$ cat src/rtl/nfc_pkg.sv
package nfc_pkg;
  typedef enum logic [1:0] {
    CYC_CMD  = 2'd0,
    CYC_ADDR = 2'd1,
    CYC_DATA = 2'd2,
    CYC_READ = 2'd3
  } cyc_kind_e;

  typedef struct packed {
    cyc_kind_e  kind;
    logic [7:0] data;
  } wb_entry_t;

  // register offsets
  localparam int OFF_CTRL = 0;
  localparam int OFF_STAT = 1;
  localparam int OFF_IRQ  = 2;
  localparam int OFF_CMD  = 3;
  localparam int OFF_ADDR = 4;
  localparam int OFF_WDAT = 5;
  localparam int OFF_RREQ = 6;
  localparam int OFF_RDAT = 7;
  localparam int OFF_RST  = 8;
  localparam int OFF_PAGE = 9;

  // interrupt flag positions
  localparam int IRQ_NBUSY = 0;
  localparam int IRQ_OVF   = 1;
  localparam int IRQ_EDGE  = 2;
  localparam int IRQ_RDRDY = 3;
  localparam int IRQ_WDONE = 4;
  localparam int IRQ_N     = 5;

  localparam int CTRL_RD_LSB = 4;
endpackage

$ cat src/rtl/nfc_sync.sv
module nfc_sync #(
  parameter int STAGES = 2
) (
  input  logic clk,
  input  logic rst_n,
  input  logic async_i,
  output logic sync_o
);
  logic [STAGES-1:0] chain_q;

  always_ff @(posedge clk) begin
    if (!rst_n) chain_q <= '1;
    else        chain_q <= {chain_q[STAGES-2:0], async_i};
  end

  assign sync_o = chain_q[STAGES-1];
endmodule

$ cat src/rtl/nfc_wbuf.sv
module nfc_wbuf import nfc_pkg::*; #(
  parameter int DEPTH = 4
) (
  input  logic      clk,
  input  logic      rst_n,
  input  logic      push,
  input  wb_entry_t push_ent,
  input  logic      pop,
  output wb_entry_t head_ent,
  output logic      full,
  output logic      empty
);
  localparam int PW = (DEPTH > 1) ? $clog2(DEPTH) : 1;
  localparam int CW = $clog2(DEPTH + 1);

  wb_entry_t         slot_q [DEPTH];
  logic [PW-1:0]     wp_q, rp_q;
  logic [CW-1:0]     cnt_q;

  assign full     = (cnt_q == CW'(DEPTH));
  assign empty    = (cnt_q == '0);
  assign head_ent = slot_q[rp_q];

  for (genvar g = 0; g < DEPTH; g++) begin : g_slot
    always_ff @(posedge clk) begin
      if (!rst_n)                             slot_q[g] <= '0;
      else if (push && wp_q == PW'(g))        slot_q[g] <= push_ent;
    end
  end

  always_ff @(posedge clk) begin
    if (!rst_n) begin
      wp_q  <= '0;
      rp_q  <= '0;
      cnt_q <= '0;
    end else begin
      if (push) wp_q <= (wp_q == PW'(DEPTH - 1)) ? '0 : wp_q + 1'b1;
      if (pop)  rp_q <= (rp_q == PW'(DEPTH - 1)) ? '0 : rp_q + 1'b1;
      case ({push, pop})
        2'b10:   cnt_q <= cnt_q + 1'b1;
        2'b01:   cnt_q <= cnt_q - 1'b1;
        default: cnt_q <= cnt_q;
      endcase
    end
  end
endmodule

$ cat src/rtl/nfc_cycle_eng.sv
module nfc_cycle_eng import nfc_pkg::*; #(
  parameter int DLY_W = 4
) (
  input  logic             clk,
  input  logic             rst_n,
  input  logic             go,
  input  wb_entry_t        ent,
  input  logic [DLY_W-1:0] wr_dly,
  input  logic [DLY_W-1:0] rd_dly,
  input  logic [7:0]       dq_i,
  output logic             idle,
  output logic             ce_n,
  output logic             cle,
  output logic             ale,
  output logic             we_n,
  output logic             re_n,
  output logic [7:0]       dq_o,
  output logic             dq_oe,
  output logic             done,
  output cyc_kind_e        done_kind,
  output logic [7:0]       rd_byte
);
  typedef enum logic [1:0] {ST_IDLE, ST_STROBE, ST_HOLD} eng_st_e;

  eng_st_e          st_q;
  cyc_kind_e        kind_q;
  logic [7:0]       byte_q;
  logic [DLY_W-1:0] cnt_q;
  logic             is_rd;

  assign is_rd = (kind_q == CYC_READ);

  always_ff @(posedge clk) begin
    if (!rst_n) begin
      st_q    <= ST_IDLE;
      kind_q  <= CYC_CMD;
      byte_q  <= '0;
      cnt_q   <= '0;
      rd_byte <= '0;
    end else begin
      case (st_q)
        ST_IDLE: if (go) begin
          kind_q <= ent.kind;
          byte_q <= ent.data;
          cnt_q  <= (ent.kind == CYC_READ) ? rd_dly : wr_dly;
          st_q   <= ST_STROBE;
        end
        ST_STROBE: begin
          if (cnt_q == '0) begin
            st_q <= ST_HOLD;
            if (is_rd) rd_byte <= dq_i;
          end else begin
            cnt_q <= cnt_q - 1'b1;
          end
        end
        default: st_q <= ST_IDLE;
      endcase
    end
  end

  assign idle      = (st_q == ST_IDLE);
  assign ce_n      = idle;
  assign cle       = !idle && (kind_q == CYC_CMD);
  assign ale       = !idle && (kind_q == CYC_ADDR);
  assign we_n      = !((st_q == ST_STROBE) && !is_rd);
  assign re_n      = !((st_q == ST_STROBE) && is_rd);
  assign dq_o      = byte_q;
  assign dq_oe     = !idle && !is_rd;
  assign done      = (st_q == ST_STROBE) && (cnt_q == '0);
  assign done_kind = kind_q;
endmodule

$ cat src/rtl/nand_host_front.sv
module nand_host_front import nfc_pkg::*; #(
  parameter int BUS_W       = 16,
  parameter int ADDR_W      = 4,
  parameter int DLY_W       = 4,
  parameter int WB_DEPTH    = 4,
  parameter int SYNC_STAGES = 2,
  parameter int PAGE_SMALL  = 256,
  parameter int PAGE_LARGE  = 512
) (
  input  logic              clk,
  input  logic              rst_n,
  input  logic              bus_wr,
  input  logic              bus_rd,
  input  logic [ADDR_W-1:0] bus_addr,
  input  logic [BUS_W-1:0]  bus_wdata,
  output logic [BUS_W-1:0]  bus_rdata,
  output logic              irq,
  output logic              ecc_clr,
  output logic              nand_ce_n,
  output logic              nand_cle,
  output logic              nand_ale,
  output logic              nand_we_n,
  output logic              nand_re_n,
  output logic [7:0]        nand_dq_o,
  output logic              nand_dq_oe,
  input  logic [7:0]        nand_dq_i,
  input  logic              nand_rb
);
  localparam int CNT_W     = $clog2(PAGE_LARGE);
  localparam int WR_LSB    = CTRL_RD_LSB + DLY_W;
  localparam int CTRL_TOP  = WR_LSB + DLY_W;

  // control register
  logic             page_sel_q, width_sel_q;
  logic [DLY_W-1:0] rd_dly_q, wr_dly_q;

  // datapath wiring
  logic             rb_sync, rb_sync_q;
  logic             buf_full, buf_empty, full_q;
  logic             push_try, push, pop, eng_idle;
  wb_entry_t        push_ent, head_ent;
  logic             cyc_done;
  cyc_kind_e        cyc_kind;
  logic [7:0]       rd_byte;

  logic [IRQ_N-1:0] irq_q, irq_set, irq_clr;
  logic             pg_wr_q, pg_rd_q;
  logic [CNT_W-1:0] byte_cnt_q, page_last;
  logic             wr_page_done, rd_page_done, cnt_clear, cnt_step;

  logic wr_hit_ctrl, wr_hit_irq, wr_hit_rst, wr_hit_page;
  assign wr_hit_ctrl = bus_wr && (bus_addr == ADDR_W'(OFF_CTRL));
  assign wr_hit_irq  = bus_wr && (bus_addr == ADDR_W'(OFF_IRQ));
  assign wr_hit_rst  = bus_wr && (bus_addr == ADDR_W'(OFF_RST));
  assign wr_hit_page = bus_wr && (bus_addr == ADDR_W'(OFF_PAGE));

  // queued register decode
  always_comb begin
    push_try      = bus_wr;
    push_ent.data = bus_wdata[7:0];
    push_ent.kind = CYC_CMD;
    case (int'(bus_addr))
      OFF_CMD:  push_ent.kind = CYC_CMD;
      OFF_ADDR: push_ent.kind = CYC_ADDR;
      OFF_WDAT: push_ent.kind = CYC_DATA;
      OFF_RREQ: push_ent.kind = CYC_READ;
      default:  push_try      = 1'b0;
    endcase
  end

  assign push = push_try && !buf_full;
  assign pop  = !buf_empty && eng_idle && rb_sync;

  nfc_sync #(.STAGES(SYNC_STAGES)) u_rb_sync (
    .clk(clk), .rst_n(rst_n), .async_i(nand_rb), .sync_o(rb_sync)
  );

  nfc_wbuf #(.DEPTH(WB_DEPTH)) u_wbuf (
    .clk(clk), .rst_n(rst_n), .push(push), .push_ent(push_ent),
    .pop(pop), .head_ent(head_ent), .full(buf_full), .empty(buf_empty)
  );

  nfc_cycle_eng #(.DLY_W(DLY_W)) u_eng (
    .clk(clk), .rst_n(rst_n), .go(pop), .ent(head_ent),
    .wr_dly(wr_dly_q), .rd_dly(rd_dly_q), .dq_i(nand_dq_i),
    .idle(eng_idle), .ce_n(nand_ce_n), .cle(nand_cle), .ale(nand_ale),
    .we_n(nand_we_n), .re_n(nand_re_n), .dq_o(nand_dq_o), .dq_oe(nand_dq_oe),
    .done(cyc_done), .done_kind(cyc_kind), .rd_byte(rd_byte)
  );

  // control register
  always_ff @(posedge clk) begin
    if (!rst_n) begin
      page_sel_q  <= 1'b0;
      width_sel_q <= 1'b0;
      rd_dly_q    <= '0;
      wr_dly_q    <= '0;
    end else if (wr_hit_ctrl) begin
      page_sel_q  <= bus_wdata[0];
      width_sel_q <= bus_wdata[1];
      rd_dly_q    <= bus_wdata[CTRL_RD_LSB +: DLY_W];
      wr_dly_q    <= bus_wdata[WR_LSB +: DLY_W];
    end
  end

  // page byte counting
  assign page_last    = page_sel_q ? CNT_W'(PAGE_LARGE - 1) : CNT_W'(PAGE_SMALL - 1);
  assign wr_page_done = pg_wr_q && cyc_done && (cyc_kind == CYC_DATA) && (byte_cnt_q == page_last);
  assign rd_page_done = pg_rd_q && cyc_done && (cyc_kind == CYC_READ) && (byte_cnt_q == page_last);
  assign cnt_clear    = (wr_hit_rst && bus_wdata[0]) || (wr_hit_page && |bus_wdata[1:0]);
  assign cnt_step     = cyc_done && (cyc_kind == CYC_DATA || cyc_kind == CYC_READ);

  always_ff @(posedge clk) begin
    if (!rst_n) begin
      byte_cnt_q <= '0;
      pg_wr_q    <= 1'b0;
      pg_rd_q    <= 1'b0;
      ecc_clr    <= 1'b0;
    end else begin
      ecc_clr <= wr_hit_rst && bus_wdata[0];
      if (cnt_clear)                          byte_cnt_q <= '0;
      else if (wr_page_done || rd_page_done)  byte_cnt_q <= '0;
      else if (cnt_step)                      byte_cnt_q <= byte_cnt_q + 1'b1;
      if (wr_hit_page && bus_wdata[1]) pg_wr_q <= 1'b1;
      else if (wr_page_done)           pg_wr_q <= 1'b0;
      if (wr_hit_page && bus_wdata[0]) pg_rd_q <= 1'b1;
      else if (rd_page_done)           pg_rd_q <= 1'b0;
    end
  end

  // sticky interrupt flags, set wins over clear
  always_comb begin
    irq_set            = '0;
    irq_set[IRQ_NBUSY] = rb_sync && !rb_sync_q;
    irq_set[IRQ_OVF]   = push_try && buf_full;
    irq_set[IRQ_EDGE]  = full_q && !buf_full;
    irq_set[IRQ_RDRDY] = cyc_done && (cyc_kind == CYC_READ);
    irq_set[IRQ_WDONE] = wr_page_done;
    irq_clr            = wr_hit_irq ? bus_wdata[IRQ_N-1:0] : '0;
  end

  always_ff @(posedge clk) begin
    if (!rst_n) begin
      irq_q     <= '0;
      rb_sync_q <= 1'b1;
      full_q    <= 1'b0;
    end else begin
      irq_q     <= (irq_q & ~irq_clr) | irq_set;
      rb_sync_q <= rb_sync;
      full_q    <= buf_full;
    end
  end

  assign irq = |irq_q;

  // register read-back
  always_ff @(posedge clk) begin
    if (!rst_n) begin
      bus_rdata <= '0;
    end else if (bus_rd) begin
      bus_rdata <= '0;
      case (int'(bus_addr))
        OFF_CTRL: bus_rdata[CTRL_TOP-1:0] <= {wr_dly_q, rd_dly_q, 2'b00, width_sel_q, page_sel_q};
        OFF_STAT: bus_rdata[4:0] <= {buf_empty, pg_rd_q, pg_wr_q, buf_full, rb_sync};
        OFF_IRQ:  bus_rdata[IRQ_N-1:0] <= irq_q;
        OFF_RDAT: bus_rdata[7:0] <= rd_byte;
        default:  bus_rdata <= '0;
      endcase
    end else begin
      bus_rdata <= '0;
    end
  end

  logic unused_wdata;
  assign unused_wdata = ^bus_wdata[BUS_W-1:CTRL_TOP] ^ ^bus_wdata[3:2];
endmodule

$ cat config.mk
export PLATFORM = sky130hd
export DESIGN_NAME = nand_host_front
export DESIGN_NICKNAME = d
export VERILOG_FILES = /design/src/rtl/nfc_pkg.sv /design/src/rtl/nfc_sync.sv /design/src/rtl/nfc_wbuf.sv /design/src/rtl/nfc_cycle_eng.sv /design/src/rtl/nand_host_front.sv
export SDC_FILE = /design/constraint.sdc
export NUM_CORES = 1
export LEC_CHECK = 0
export ABC_AREA = 1
export BUFFER_PORTS_ARGS = -buffer_cell sky130_fd_sc_hd__buf_2
export CAP_MARGIN = 40
export CORE_UTILIZATION = 40
export DETAILED_ROUTE_END_ITERATION = 12
export GPL_TIMING_DRIVEN = 1
export HOLD_SLACK_MARGIN = 0.1
export SLEW_MARGIN = 20
export SYNTH_ARGS = -nofsm -noshare
export SYNTH_HDL_FRONTEND = slang
export SYNTH_SLANG_ARGS = --single-unit
$ cat constraint.sdc
create_clock -name clk -period 2.7 [get_ports clk]
set_clock_uncertainty 0.1 [all_clocks]
set_input_delay 0.54 -clock clk [delete_from_list [all_inputs] [get_ports clk]]
set_output_delay 0.54 -clock clk [all_outputs]
set_load 0.005 [all_outputs]
Yosys cells after proc, flatten, opt, wreduce, memory -nomap -nowiden
Memories as Yosys holds them, arrays and structs flattened. A register that Yosys moved wholly into a read port is not among the register bits.
Cells that the tools add are included.
Widths: inputs -> output; s select.
Word-level totals
  flip-flop bits (word level): 78
  bits in writable memories: 40
  input port bits: 33
  output and inout port bits: 32
  word-level logic and storage cells: 164
  memories kept: 1
Cells by class
  $add $sub $neg: 6
  eq/ne operators: 25
  multiplexer cells: 39
  bitwise logic cells: 8
  reductions and logical operators: 62
Memory list
  u_wbuf.slot_q: depth 4, bits a word 10, rd ports 1, clocked after memory_dff 1, write ports 4, RTL line nfc_wbuf.sv:16  | wb_entry_t slot_q [DEPTH];
Operators by type and width (number)
  $mux 10: 4
  $logic_and 1x1->1: 32
  $pmux 5 s4: 1
  $mux 1: 18
  $eq 4x3->1 const B: 4
  $eq 2x2->1 const B: 7
  $mux 2: 6
  $mux 4: 3
  $pmux 3 s2: 2
  $add 9x1->9 const B: 1
  $eq 9x9->1: 1
  $mux 9: 1
  $reduce_and 3->1: 3
  $eq 2x1->1 const B: 4
  $eq 4x2->1 const B: 2
  $eq 4x4->1 const B: 2
  $logic_not 4->1: 2
  $pmux 4 s2: 1
  $reduce_bool 2->1: 4
  $logic_not 1->1: 7
  $logic_not 2->1: 3
  $pmux 2 s3: 1
  $reduce_and 2->1: 3
  $and 5x5->5: 1
  other kinds (20): 27

Logic depth before layout (Yosys ltp)
  word-level depth: 9
  gate-level depth with buffers: 12
  gate-level depth less buffers: 12

Modules after synthesis
From an unflattened synthesis, not the netlist that was laid out.
Second synthesis, totals
  cells, all modules: 647
  area, all modules: 5439.0 µm²
Modules (own cells, without submodules)
  nfc_wbuf: times used 1, cells each 213, area each 2304.7 µm², sequential area each 1381.3 µm²
  nand_host_front: times used 1, cells each 262, area each 1891.8 µm², sequential area each 820.8 µm²
  nfc_cycle_eng: times used 1, cells each 166, area each 1187.4 µm², sequential area each 480.5 µm²
  nfc_sync: times used 1, cells each 6, area each 55.1 µm², sequential area each 40.0 µm²

Worst setup path before layout
No wires, ideal clock.
  kind: reg-to-reg
  start point: reg u_eng.st_q[1]
  end point: reg u_wbuf.cnt_q[2]
  setup time: 122 ps
  arrival: 1871 ps
  data required time: 2478 ps
  setup slack: 607 ps
  cell stages (with the launch flop): 12
  buffers on the path: 1
  period minus slack after synthesis: 2093 ps
  cells stage by stage: dfxtp_1 > nor2_2 > nand2_1 > nor2_2 > buf_4 > ha_1 > inv_1 > fa_1 > a21oi_1 > o21ai_0 > o21ai_0 > a21oi_1
Between the ends
  cells in the longest elaborated chain, start to end: 5
  elaborated cells between the ends (all ways): 7
  classes of those cells: eq/ne (2); mux (1); reduce/logical (4)
Ends and longest elaborated chain
  from (decl): RTL line nfc_cycle_eng.sv:25  | eng_st_e st_q;
  from (signal assigned): RTL line nfc_cycle_eng.sv:35  | st_q <= ST_IDLE;
  from (signal assigned): RTL line nfc_cycle_eng.sv:46  | st_q <= ST_STROBE;
  from (signal assigned): RTL line nfc_cycle_eng.sv:50  | st_q <= ST_HOLD;
  $logic_not 2->1 *: RTL line nfc_cycle_eng.sv:61  | assign idle = (st_q == ST_IDLE);
  via nand_ce_n: RTL line nand_host_front.sv:19  | output logic nand_ce_n,
  $logic_and 1x1->1 * (2 in series): RTL line nand_host_front.sv:72  | assign pop = !buf_empty && eng_idle && rb_sync;
  $eq 2x1->1 / $eq 2x2->1 (equally long branches): RTL line nfc_wbuf.sv:39  | case ({push, pop})
  $pmux 3 s2 / $reduce_bool 2->1 (equally long branches)
  to (signal assigned): RTL line nfc_wbuf.sv:40  | 2'b10: cnt_q <= cnt_q + 1'b1;
  to (signal assigned): RTL line nfc_wbuf.sv:41  | 2'b01: cnt_q <= cnt_q - 1'b1;
  to (signal assigned): RTL line nfc_wbuf.sv:42  | default: cnt_q <= cnt_q;
  to (decl): RTL line nfc_wbuf.sv:18  | logic [CW-1:0] cnt_q;
Mark *: on every way through the listed nets, which the timed path passes. The rest lies on a longest branch.
A chain may end at the register's enable or synchronous reset.

Final worst setup path
  start point: reg u_wbuf.cnt_q[0]
  end point: reg u_wbuf.cnt_q[2]
Between the ends
  cells in the longest elaborated chain, start to end: 6
  elaborated cells between the ends (all ways): 13
  classes of those cells: add/sub (2); eq/ne (3); mux (1); reduce/logical (7)
Ends and longest elaborated chain
  $logic_not 3->1: RTL line nfc_wbuf.sv:21  | assign empty = (cnt_q == '0);
  $logic_not 1->1: RTL line nand_host_front.sv:72
  $logic_and 1x1->1 (2 in series): RTL line nand_host_front.sv:72
  $eq 2x1->1 / $eq 2x2->1 (equally long branches): RTL line nfc_wbuf.sv:39
  $pmux 3 s2 / $reduce_bool 2->1 (equally long branches)
Several ways; a longest one is shown, not always the timed one.

==> summary.md <==
| Metric | Value |
|---|---|
| First-pass GRT wire length | ~19,000 um |
| Starting DRC count in detailed routing | about 210 |
| Max transition margin | 0.541 |
| Chip Height | 115 um |
| Clock network latency to the later pin of the worst-skew pair | 0.41 ns |
| Total inserted antenna cells | 0 |
| Total routing resource utilization after global routing | 0.192 |
| Largest net degree at the start of global routing | 32 |
| Nets | approximately 700 |
| Post-Layout Inst Area | 6240 um^2 |
| Top FF cell, synth | sky130_fd_sc_hd__dfxtp_1 |
| Max Clk Rate | 464 MHz |
| Average detailed-routed wire length per instance | 13.9 um |
| Standby leakage power | 2.66 nW |
| Pins over their slew limit | 0 |
| Summed negative setup slack over all endpoints | 0 ns |
| Finish-stage setup viols | 0 |
| Slew of the pin with the lowest slew margin | 0.689 ns |
| Min-delay worst type | in -> reg |
| Number of buffers inserted during clock tree synthesis | 17 |
| Share of the clock period used by the worst path after layout | 0.799 |
| DRT Wirelength | 11,900 um |
| Setup repair after global routing missed its margin | false |
| Total of cells resized after clock tree synthesis | 0 |
| Number of rows created at floorplan | 41 |
| Number of enable flip-flop cells after synthesis | 40 |
| Type of the worst setup path | reg -> reg |
| Post-CTS setup buffer count | 0 |
| Core area | 12,600 um^2 |
| Max Cap Viol | 0 |
| Number of remaining DRC errors | 0 |
| Share of the synthesized area in the top cell type | 0.296 |
| Syn Std Cell Area | ~5000 um^2 |
| Number of buffers inserted by port buffering | 56 |
| Largest voltage drop on the vdd net | 0.000484 V |
| Reg2Reg Depth | 10 |
| Sequential share of the synthesized area | 0.529 |
| Share of post-route cells with drive strength above 1 | 0.183 |
| Post-route minimum period | 2.16 ns |
| Gate Count Post-Synth | 614 |
| Async set or reset register ratio after synthesis | 0 |
| Sinks on the clock net | 116 |
| Clock tree root buffer cell | sky130_fd_sc_hd__clkbuf_16 |
| Leftover overflow at the end of global routing | 0 |
| Vias after detailed routing | 4,180 |
| Average vias per placed instance | 4.85 |
| Worst-path maximum fanout | 5 |
| Outcome | complete, no violations |
| Placement-stage cell area | 5580 um^2 |
| Most area-hungry cell type in the Yosys netlist | sky130_fd_sc_hd__dfxtp_1 |
| H-Tree Depth | 4 |
| Clock slew seen by the registers of the worst setup and hold paths | 0.06 ns |
| Average cell area after synthesis | around 8.4 um^2 |
| Starting density of the core | 0.409 |
| Cell area power density | 915 nW/um^2 |
| Flops & latches, synth | 116 |
| Number of placed I/O pins | 65 |
| Arrival time worst endpoint | 2.35 ns |
| Number of synthesis warnings | 0 |
| TritonCTS clock tree | yes |
| Required time of the critical path | 2.89 ns |
| Number of global-route vias before repair | 3,816 |
| Type of element launching the critical path | flip-flop |
| CTS Hold Bufs | 0 |
| Antenna violations before repair | 0 |
| Die area | 13,300 um^2 |
| Global placement routability congestion | 0.883 |
| Count of TritonRoute iterations in the first routing pass | 4 |
| Max Root-Sink Buffers | 2 |
| Number of distinct library cells after synthesis | 36 |
| Width of the die | 115 um |
| WHS Path Cells | 2 |
| Layout Area Growth over Synthesis | 21.4% |
| Count of nets left with antenna violations after detail routing | 0 |
| Category of the worst setup path capture point | flip-flop |
| Final Hold Violating Endpoints | 0 |
| Top post-synthesis cells by area | sky130_fd_sc_hd__dfxtp_1, sky130_fd_sc_hd__edfxtp_1, sky130_fd_sc_hd__nor2_1, sky130_fd_sc_hd__o21ai_0, sky130_fd_sc_hd__nand2_1 |
| Final HPWL DP | 8240 um |
per-stage QoR:
step	utilization	worst slack (ns)	total power, mW	instances	hold slack (ns)
floorplan	-	0.607	2.92	617	0.293
global placement	0.444	0.376	3.23	830	0.295
detailed placement	0.444	0.333	3.26	830	0.307
CTS	0.497	0.548	5.75	862	0.211
global route	0.497	0.381	5.99	862	0.225
finish	0.497	0.544	5.72	862	0.227
cells in the mapped netlist (6+ instances only):
cell type	instances
sky130_fd_sc_hd__nor2_1	134
sky130_fd_sc_hd__dfxtp_1	76
sky130_fd_sc_hd__clkbuf_1	7
sky130_fd_sc_hd__nand3_1	28
sky130_fd_sc_hd__o22ai_1	11
sky130_fd_sc_hd__nand2_1	81
sky130_fd_sc_hd__o21ai_0	65
sky130_fd_sc_hd__ha_1	9
sky130_fd_sc_hd__edfxtp_1	40
sky130_fd_sc_hd__inv_1	65
sky130_fd_sc_hd__inv_2	8
sky130_fd_sc_hd__buf_4	6
sky130_fd_sc_hd__a21oi_1	27
worst max-delay path, stage by stage (launching register included):
cell                      delay, ns
sky130_fd_sc_hd__dfxtp_1       0.31
sky130_fd_sc_hd__inv_1         0.11
sky130_fd_sc_hd__nand3_1       0.21
sky130_fd_sc_hd__nand3_4       0.20
sky130_fd_sc_hd__ha_1          0.16
sky130_fd_sc_hd__inv_1         0.07
sky130_fd_sc_hd__fa_1          0.38
sky130_fd_sc_hd__a21oi_1       0.14
sky130_fd_sc_hd__o21ai_0       0.11
sky130_fd_sc_hd__o21ai_0       0.16
sky130_fd_sc_hd__a21oi_1       0.05
final timing paths:
check	from	end	slack, ns
worst min-delay path	nand_rb	u_rb_sync.chain_q[0]	0.23
worst max register to register	u_wbuf.cnt_q[0]	u_wbuf.cnt_q[2]	0.54
worst max-delay path	u_wbuf.cnt_q[0]	u_wbuf.cnt_q[2]	0.54
worst min register to register	u_rb_sync.chain_q[0]	u_rb_sync.chain_q[1]	0.31
final cells by class:
class,count,area [um^2]
fill,1217,6320
inverter,74,283
multi-input combinational,408,2050
sequential,116,2720
clock buffer,24,524
timing repair buffer,60,310
tap,172,215
clock inverter,8,140
kinds of logic after synthesis:
logic type / share of synthesized area
compound gates: 0.121
xor+xnor: 0.0119
fa+ha+maj: 0.0258
buf+inv: 0.0747
flops: 0.529
other cells: 0.000729
simple gates: 0.237
metal layers:
| metal | vias to the layer above | GRT usage | part of all wire | wire length [um] |
|---|---|---|---|---|
| li1 | 2118 | - | - | - |
| met1 | 1941 | 0.248 | 0.47 | 5590 |
| met2 | 110 | 0.313 | 0.47 | 5640 |
| met3 | 11 | 0.0445 | 0.048 | 575 |
| met4 | 0 | 0.0745 | 0.011 | 135 |
| met5 | - | 0 | 0 | 0 |
report_power, final:
group          total [mW]  internal [mW]  switching (mW)
combinational        1.16          0.392           0.771
clock                2.49           1.72           0.771
sequential           2.06           1.97          0.0938
total                5.72           4.08            1.64
sequential cells by signal, indices dropped and copies added, names as in the netlist, 2 cells and up, named ones only:
signal,flops
irq_q,5
byte_cnt_q,9
u_eng.st_q,2
bus_rdata,12
rd_dly_q,4
u_eng.dq_o,8
u_wbuf.cnt_q,3
u_eng.rd_byte,8
u_wbuf.rp_q,2
u_wbuf.wp_q,2
u_wbuf.slot_q,40
u_eng.done_kind,2
wr_dly_q,4
u_eng.cnt_q,4
u_rb_sync.chain_q,2
layout by cell type (no fill, tap or decap), types with 2 or more instances in the layout:
cell type	count
sky130_fd_sc_hd__nand3_2	2
sky130_fd_sc_hd__clkbuf_1	2
sky130_fd_sc_hd__nor2_4	3
sky130_fd_sc_hd__o21ai_2	2
sky130_fd_sc_hd__ha_1	9
sky130_fd_sc_hd__a21oi_1	27
sky130_fd_sc_hd__clkbuf_8	3
sky130_fd_sc_hd__nor2_1	134
sky130_fd_sc_hd__xor2_1	5
sky130_fd_sc_hd__nor3_1	3
sky130_fd_sc_hd__clkbuf_16	19
sky130_fd_sc_hd__buf_4	4
sky130_fd_sc_hd__o21ai_0	65
sky130_fd_sc_hd__edfxtp_1	40
sky130_fd_sc_hd__nand4_1	2
sky130_fd_sc_hd__bufinv_16	4
sky130_fd_sc_hd__inv_1	65
sky130_fd_sc_hd__buf_2	56
sky130_fd_sc_hd__or2_2	3
sky130_fd_sc_hd__nand3_4	5
sky130_fd_sc_hd__conb_1	4
sky130_fd_sc_hd__dfxtp_1	76
sky130_fd_sc_hd__o21ai_1	5
sky130_fd_sc_hd__clkinv_2	4
sky130_fd_sc_hd__nand2_2	5
sky130_fd_sc_hd__inv_2	8
sky130_fd_sc_hd__xnor2_1	2
sky130_fd_sc_hd__nor2_2	4
sky130_fd_sc_hd__o22ai_1	11
sky130_fd_sc_hd__nand3_1	28
sky130_fd_sc_hd__a211oi_2	2
sky130_fd_sc_hd__nand2_1	81
Note: power is estimated with default switching activity, not from simulation.
